**config.mk**
```make
export PLATFORM = sky130hd
export DESIGN_NAME = ms_rtc
export DESIGN_NICKNAME = d
export VERILOG_FILES = /design/src/rtl/ms_rtc.sv
export SDC_FILE = /design/constraint.sdc
export NUM_CORES = 1
export LEC_CHECK = 0
export ABC_CLOCK_PERIOD_IN_PS = 3900
export BUFFER_PORTS_ARGS = -buffer_cell sky130_fd_sc_hd__buf_2
export CAP_MARGIN = 10
export CORE_MARGIN = 2
export CORE_UTILIZATION = 53
export DETAILED_ROUTE_END_ITERATION = 10
export GPL_TIMING_DRIVEN = 1
export PLACE_DENSITY = 0.79
export SLEW_MARGIN = 20
export SYNTH_ARGS = -nofsm -noshare
export SYNTH_HDL_FRONTEND = slang
export SYNTH_SLANG_ARGS = --single-unit
```
**constraint.sdc**
```tcl
create_clock -name clk -period 3.9 [get_ports clk]
set_input_delay 0 -clock clk [delete_from_list [all_inputs] [get_ports clk]]
set_output_delay 0 -clock clk [all_outputs]
set_load 0.02 [all_outputs]
```
**src/rtl/ms_rtc.sv**
```systemverilog
module ms_rtc #(
  parameter int SRC_HZ   = 32768,
  parameter int TICK_HZ  = 1000,
  parameter int MS_PER_S = 1000,
  parameter int SEC_W    = 32,
  parameter int ADDR_W   = 8,
  parameter int DATA_W   = 32,
  parameter logic [ADDR_W-1:0] SEC_OFS = 8'h08,
  parameter logic [ADDR_W-1:0] SHD_OFS = 8'h0c,
  parameter logic [ADDR_W-1:0] MS_OFS  = 8'h10
) (
  input  logic              clk,
  input  logic              rst_n,
  input  logic              src_tick,
  input  logic              bus_sel,
  input  logic              bus_wr,
  input  logic [ADDR_W-1:0] bus_addr,
  input  logic [DATA_W-1:0] bus_wdata,
  output logic [DATA_W-1:0] bus_rdata
);
  localparam int ACC_W = $clog2(SRC_HZ + TICK_HZ + 1);
  localparam int MS_W  = $clog2(MS_PER_S);

  logic [ACC_W-1:0] acc_q;
  logic [MS_W-1:0]  ms_q;
  logic [SEC_W-1:0] sec_q, shadow_q;
  logic [DATA_W-1:0] rd_mux;

  wire [ACC_W-1:0] acc_sum = acc_q + ACC_W'(TICK_HZ);
  wire ms_tick = src_tick && (acc_sum >= ACC_W'(SRC_HZ));
  wire ms_last = (ms_q == MS_W'(MS_PER_S - 1));
  wire rd      = bus_sel && !bus_wr;
  wire sec_wr  = bus_sel && bus_wr && (bus_addr == SEC_OFS);
  wire ms_rd   = rd && (bus_addr == MS_OFS);

  always_ff @(posedge clk or negedge rst_n)
    if (!rst_n)       acc_q <= '0;
    else if (sec_wr)  acc_q <= '0;
    else if (src_tick) acc_q <= ms_tick ? acc_sum - ACC_W'(SRC_HZ) : acc_sum;

  always_ff @(posedge clk or negedge rst_n)
    if (!rst_n)       ms_q <= '0;
    else if (sec_wr)  ms_q <= '0;
    else if (ms_tick) ms_q <= ms_last ? '0 : ms_q + MS_W'(1);

  always_ff @(posedge clk or negedge rst_n)
    if (!rst_n)                  sec_q <= '0;
    else if (sec_wr)             sec_q <= bus_wdata[SEC_W-1:0];
    else if (ms_tick && ms_last) sec_q <= sec_q + SEC_W'(1);

  always_ff @(posedge clk or negedge rst_n)
    if (!rst_n)     shadow_q <= '0;
    else if (ms_rd) shadow_q <= sec_q;

  always_comb begin
    rd_mux = '0;
    if (bus_addr == SEC_OFS)      rd_mux = DATA_W'(sec_q);
    else if (bus_addr == SHD_OFS) rd_mux = DATA_W'(shadow_q);
    else if (bus_addr == MS_OFS)  rd_mux = DATA_W'(ms_q);
  end

  always_ff @(posedge clk or negedge rst_n)
    if (!rst_n)  bus_rdata <= '0;
    else if (rd) bus_rdata <= rd_mux;

  assert_ms_range_R3: assert property (@(posedge clk) disable iff (!rst_n)
    ms_q < MS_W'(MS_PER_S));

  assert_phase_range_R2: assert property (@(posedge clk) disable iff (!rst_n)
    acc_q < ACC_W'(SRC_HZ));

  assert_sec_load_R7: assert property (@(posedge clk) disable iff (!rst_n)
    sec_wr |=> (sec_q == $past(bus_wdata[SEC_W-1:0])) && (ms_q == '0) && (acc_q == '0));

  assert_snap_capture_R6: assert property (@(posedge clk) disable iff (!rst_n)
    ms_rd |=> shadow_q == $past(sec_q));

  assert_snap_hold_R6: assert property (@(posedge clk) disable iff (!rst_n)
    !ms_rd |=> $stable(shadow_q));

  assert_sec_step_R4: assert property (@(posedge clk) disable iff (!rst_n)
    !sec_wr |=> ($stable(sec_q) || ((sec_q == $past(sec_q) + SEC_W'(1)) && (ms_q == '0))));

  assert_rdata_hold_R5: assert property (@(posedge clk) disable iff (!rst_n)
    !rd |=> $stable(bus_rdata));
endmodule

```
### Word-level counts from Yosys, hierarchy flattened

Index checks and enable logic that the tools add are counted.

* register bits: 122
* bits of input ports: 45
* output and inout bits: 32

* add/subtract/negate cells: 4
* $lt $le $gt $ge: 1
* equality and inequality tests: 4
* mux-type cells: 11
* reduce and logical (&&, ||, !) cells: 10

Operators with widths (number)
* 32-bit two-way mux: 4
* 16-bit two-way mux: 3
* 10-bit two-way mux: 4
* 32-bit by 1-bit adder with 32-bit output (second input constant): 1
* 16-bit by 10-bit adder with 16-bit output (second input constant): 1
* 8-bit by 4-bit equality test with 1-bit output (second input constant): 2
* 16-bit greater-or-equal comparator (second input constant): 1
* 16-bit subtractor (second input constant): 1
* 10-bit by 1-bit adder with 10-bit output (second input constant): 1
* 10-bit equality test (second input constant): 1
* 8-bit by 5-bit equality test with 1-bit output (second input constant): 1
* 1-bit logical AND: 6
* 2-bit nonzero test: 3
* 1-bit zero test: 1

### Logic depth before layout (Yosys ltp)

* depth after elaboration: 6
* gate-level depth with buffers: 8
* gate-level depth less buffers: 7

### Worst setup path after synthesis

OpenSTA, ideal clock, no wires.

* kind: register to register
* start point: reg acc_q[3]
* end point: reg sec_q[18]
* library setup time: 137 ps
* arrival time: 1966 ps
* data required time: 3763 ps
* slack: 1797 ps
* stages on the path, launching flop included: 9
* buffers on the path: 1
* cell sequence: dfrtp_1 > ha_1 > nor2_1 > a211oi_4 > xnor2_1 > buf_2 > nor3_1 > xnor2_1 > a21oi_1

* cells in the longest elaborated chain, start to end: 5

Ends and longest elaborated chain
* start, declared: line 24 `logic [ACC_W-1:0] acc_q;`
* start signal, assigned: line 39 `else if (src_tick) acc_q <= ms_tick ? acc_sum - ACC_W'(SRC_HZ) : acc_sum;`
* 16-bit by 10-bit adder with 16-bit output: line 29 `wire [ACC_W-1:0] acc_sum = acc_q + ACC_W'(TICK_HZ);`
* 16-bit greater-or-equal comparator: line 30 `wire ms_tick = src_tick && (acc_sum >= ACC_W'(SRC_HZ));`
* 1-bit logical AND: line 30
* 1-bit logical AND: line 49 `else if (ms_tick && ms_last) sec_q <= sec_q + SEC_W'(1);`
* 2-bit nonzero test (no source line)
* end signal, assigned: line 48 `else if (sec_wr) sec_q <= bus_wdata[SEC_W-1:0];`
* end signal, assigned: line 49
* end, declared: line 26 `logic [SEC_W-1:0] sec_q, shadow_q;`

No other way between the ends.
A chain may end at the register's enable or synchronous reset.

### Worst setup path after layout

* start point: reg acc_q[3]
* end point: reg ms_q[3]

* cells in the longest elaborated chain, start to end: 4

Ends and longest elaborated chain
* 16-bit by 10-bit adder with 16-bit output: line 29
* 16-bit greater-or-equal comparator: line 30
* 1-bit logical AND: line 30
* 2-bit nonzero test (no source line)
* end signal, assigned: line 44 `else if (ms_tick) ms_q <= ms_last ? '0 : ms_q + MS_W'(1);`
* end, declared: line 25 `logic [MS_W-1:0] ms_q;`

No other way between the ends.

==> metrics.md <==
| Metric | Value |
|---|---|
| Setup-failing EPs final | 0 |
| Worst R2R Start | acc_q[3] |
| Clock root buffer | clkbuf_8 |
| Largest net degree at the start of global routing | 66 |
| #FFs+latches synth | 119 |
| Worst Hold Depth | 5 |
| Fin crit share | 69.7% |
| Post-synth EDFFs | 0 |
| Die area | 11800 sq um |
| GP Congestion | 0.883 |
| Reg2reg setup slack | 1180 ps |
| Via density | 5.96 |
| Synth Flop Type | dfrtp_1 |
| RSZ-0062 raised after global routing | false |
| WHS Endpoint | sec_q[26] |
| Hold Fails Final Rpt | 0 |
| Diodes inserted | 0 |
| CTS tree | yes |
| Slew headroom | 24.3% |
| DRT Pass-1 Iters | 7 |
| Vias in the first global route | 5005 |
| Min-delay src | bus_addr[6] |
| Synth unique cells | 47 |
| Buffers on Ports | 76 |
| Startpoint type of the worst setup path | flip-flop |
| Final WL | 15300 um |
| RR Endpoint | ms_q[3] |
| Critical Path Fanout Max | 16 |
| Min Clock Period, post-route | 2720 ps |
| Cell area after synthesis | 5810 sq um |
| Clock buffer depth | 2 |
| Antenna viol nets, final | 0 |
| Initial antenna violation count | 0 |
| Initial Util | 54.1% |
| DP Area | 6320 sq um |
| DPL Wire Length | 9690 um |
| Ports | 77 |
| R2R cell count | 7 |
| Actual slew at the worst max-slew pin | 1130 ps |
| WP data required | 4340 ps |
| Critical path arrival | 3160 ps |
| Core Box Area | 10700 sq um |
| Slew Limit Fails | 0 |
| Yosys warns | 0 |
| First-pass GRT wire length | 24000 um |
| Worst hold path type | in -> reg |
| DIE HEIGHT | 109 um |
| CP cell instances | ha_1 > nor2_1 > a211oi_4 > xor2_2 > nand2_1 > or4_1 > a21oi_1 |
| GRT overflow | 0 |
| WHS | 19.5 ps |
| Clk sink count | 119 |
| Skew final | 12.1 ps |
| Static Leak | 0.00320 uW |
| GRT Total Usage | 26.8% |
| CP endpoint kind | flip-flop |
| Die extent in x | 109 um |
| Sequential cell area fraction in the yosys report | 51.2% |
| DRC errors left | 0 |
| Worst-Skew Late Latency | 530 ps |
| Syn_nets | 618 |
| Fraction of layout cells with a size suffix above 1 | 22.6% |
| H-tree Lvls | 4 |
| Max Fclk | 0.368 GHz |
| Initial detailed-routing violation count | 495 |
| Tot Pwr | 3540 uW |
| Final Util | 68.5% |
| Wire per inst | 18.3 um |
| Design Area, Final | 7360 sq um |
| Via count | 4982 |
| Post-Syn Instances | 570 |
| Pwr Density | 481 nW/um^2 |
| Status | completed |
| Peak supply drop | 0.000295 V |
| Std cell rows | 38 |
| Final net count | 733 |
| Syn_area_per_cell | 10.2 sq um |
| Maxcap violations | 0 |
| Area Growth Syn to Fin | 26.6% |
| Setup TNS Final | 0 ps |
| Async SR Flop Fraction | 100% |
| Post-CTS Repair Setup Buffers | 0 |
| Slowest stage cell, crit path | xor2_2 |
| Worst Setup Path Type | reg -> reg |
| Clock-pin slew of the registers on the worst-case setup and hold paths | 50 ps |
| Clock buffer count from CTS | 17 |
| CP max stage delay | 600 ps |
## cells by family (layout without fill, tap and decap cells)
kind of cell / Yosys count / in the layout / synth area share [%]
multiplexers: 35 / 35 / 6.72
AO/OA/AOI/OAI: 116 / 116 / 12.2
XOR/XNOR: 47 / 47 / 7.21
adder cells (fa/ha/maj): 3 / 3 / 0.646
buffers and inverters: 36 / 162 / 2.86
AND/OR/NAND/NOR: 214 / 214 / 19.1
flip-flops: 119 / 119 / 51.2
## power by group
group	internal [uW]	switching, uW
Clock	1050	533
Sequential	1360	127
Combinational	197	272
## critical path, delay by kind of cell, from the launching register on
family | cells | cell delay, ps
and+or+nand+nor | 3 | 1120
xor gates and xnor gates | 1 | 600
DFF | 1 | 400
AOI/OAI and AO/OA | 2 | 280
adders and majority gates | 1 | 230
## how the worst max path moves through the flow
stage	startpoint	to	slack [ps]	depth (start not counted)
final	acc_q[3]	ms_q[3]	1180	7
after global routing	acc_q[3]	ms_q[3]	980	7
after CTS	acc_q[3]	ms_q[3]	1210	7
after detailed placement	bus_addr[5]	shadow_q[15]	1220	8
after global placement	bus_addr[5]	shadow_q[18]	1260	8
after floorplan	acc_q[3]	sec_q[18]	1800	8
## Yosys cell counts, types with 2 or more instances
library cell,instances,area [sq um]
buf_2,4,20.0
mux2_2,25,282
ha_1,3,37.5
nor4_4,2,42.5
nor3b_1,2,15.0
xor2_1,20,175
and3_1,10,62.6
nand4_1,15,93.8
nand2b_1,2,12.5
or3_1,6,37.5
dfrtp_1,119,2980
nor3_1,17,85.1
nand4b_1,2,17.5
a22oi_1,24,180
clkbuf_1,22,82.6
buf_6,3,33.8
and4_1,5,43.8
mux2_1,7,78.8
nand3b_1,3,22.5
and2_1,4,25.0
buf_1,4,15.0
nand2_1,42,158
o21ai_0,26,130
a21oi_1,51,255
nor2_1,65,244
xnor2_1,26,228
inv_1,2,7.51
mux2i_1,3,30.0
nand3_1,22,110
a31oi_1,3,18.8
nor2b_1,3,18.8
nor4_1,4,25.0
a222oi_1,8,80.1
nor3_2,2,20.0
or2_2,2,12.5
## per-stage QoR
| stage | setup WS (ps) | std cells |
|---|---|---|
| 6_report | 1180 | 836 |
| 5_1_grt | 980 | 836 |
| 4_1_cts | 1210 | 836 |
| 3_5_place_dp | 1220 | 763 |
| 3_3_place_gp | 1260 | 763 |
| 2_1_floorplan | 1800 | 570 |
## area by class of cell
cell class | instances | area, sq um
multi-input cells | 415 | 2700
clock buffers | 22 | 483
clock inverters | 8 | 120
inverters | 2 | 7.51
well taps | 140 | 175
flip-flops and latches | 119 | 2980
repair buffers | 130 | 896
fillers | 771 | 3390
## sequential cells by signal (all words and copies together) (netlist names)
name / flops
acc_q: 13
bus_rdata: 32
ms_q: 10
sec_q: 32
shadow_q: 32
## routing by layer
| layer | global-route usage [%] | routed length, um |
|---|---|---|
| met1 | 32.5 | 6270 |
| met2 | 46.4 | 7730 |
| met3 | 6.63 | 904 |
| met4 | 9.71 | 348 |
| met5 | 0 | 0 |
## timing repair
action	in CTS	in global routing
hold buffers	43	0
resized for setup	0	0
hold endpoints to repair	74	0
## cells in the final DEF, fill, tap and decap left out, types with 4 or more instances in the layout
| cell | n |
|---|---|
| xor2_1 | 20 |
| a22oi_1 | 24 |
| clkbuf_8 | 6 |
| a21oi_1 | 51 |
| clkbuf_16 | 16 |
| and2_1 | 4 |
| and4_1 | 5 |
| buf_4 | 12 |
| nor4_1 | 4 |
| mux2_2 | 25 |
| dfrtp_1 | 119 |
| o21ai_0 | 26 |
| nand3_1 | 22 |
| dlygate4sd3_1 | 43 |
| nor2_1 | 65 |
| mux2_1 | 7 |
| xnor2_1 | 26 |
| nand2_1 | 42 |
| buf_2 | 75 |
| nand4_1 | 15 |
| a222oi_1 | 8 |
| nor3_1 | 17 |
| and3_1 | 10 |
| or3_1 | 6 |
Note: power is estimated with default switching activity, not from simulation.
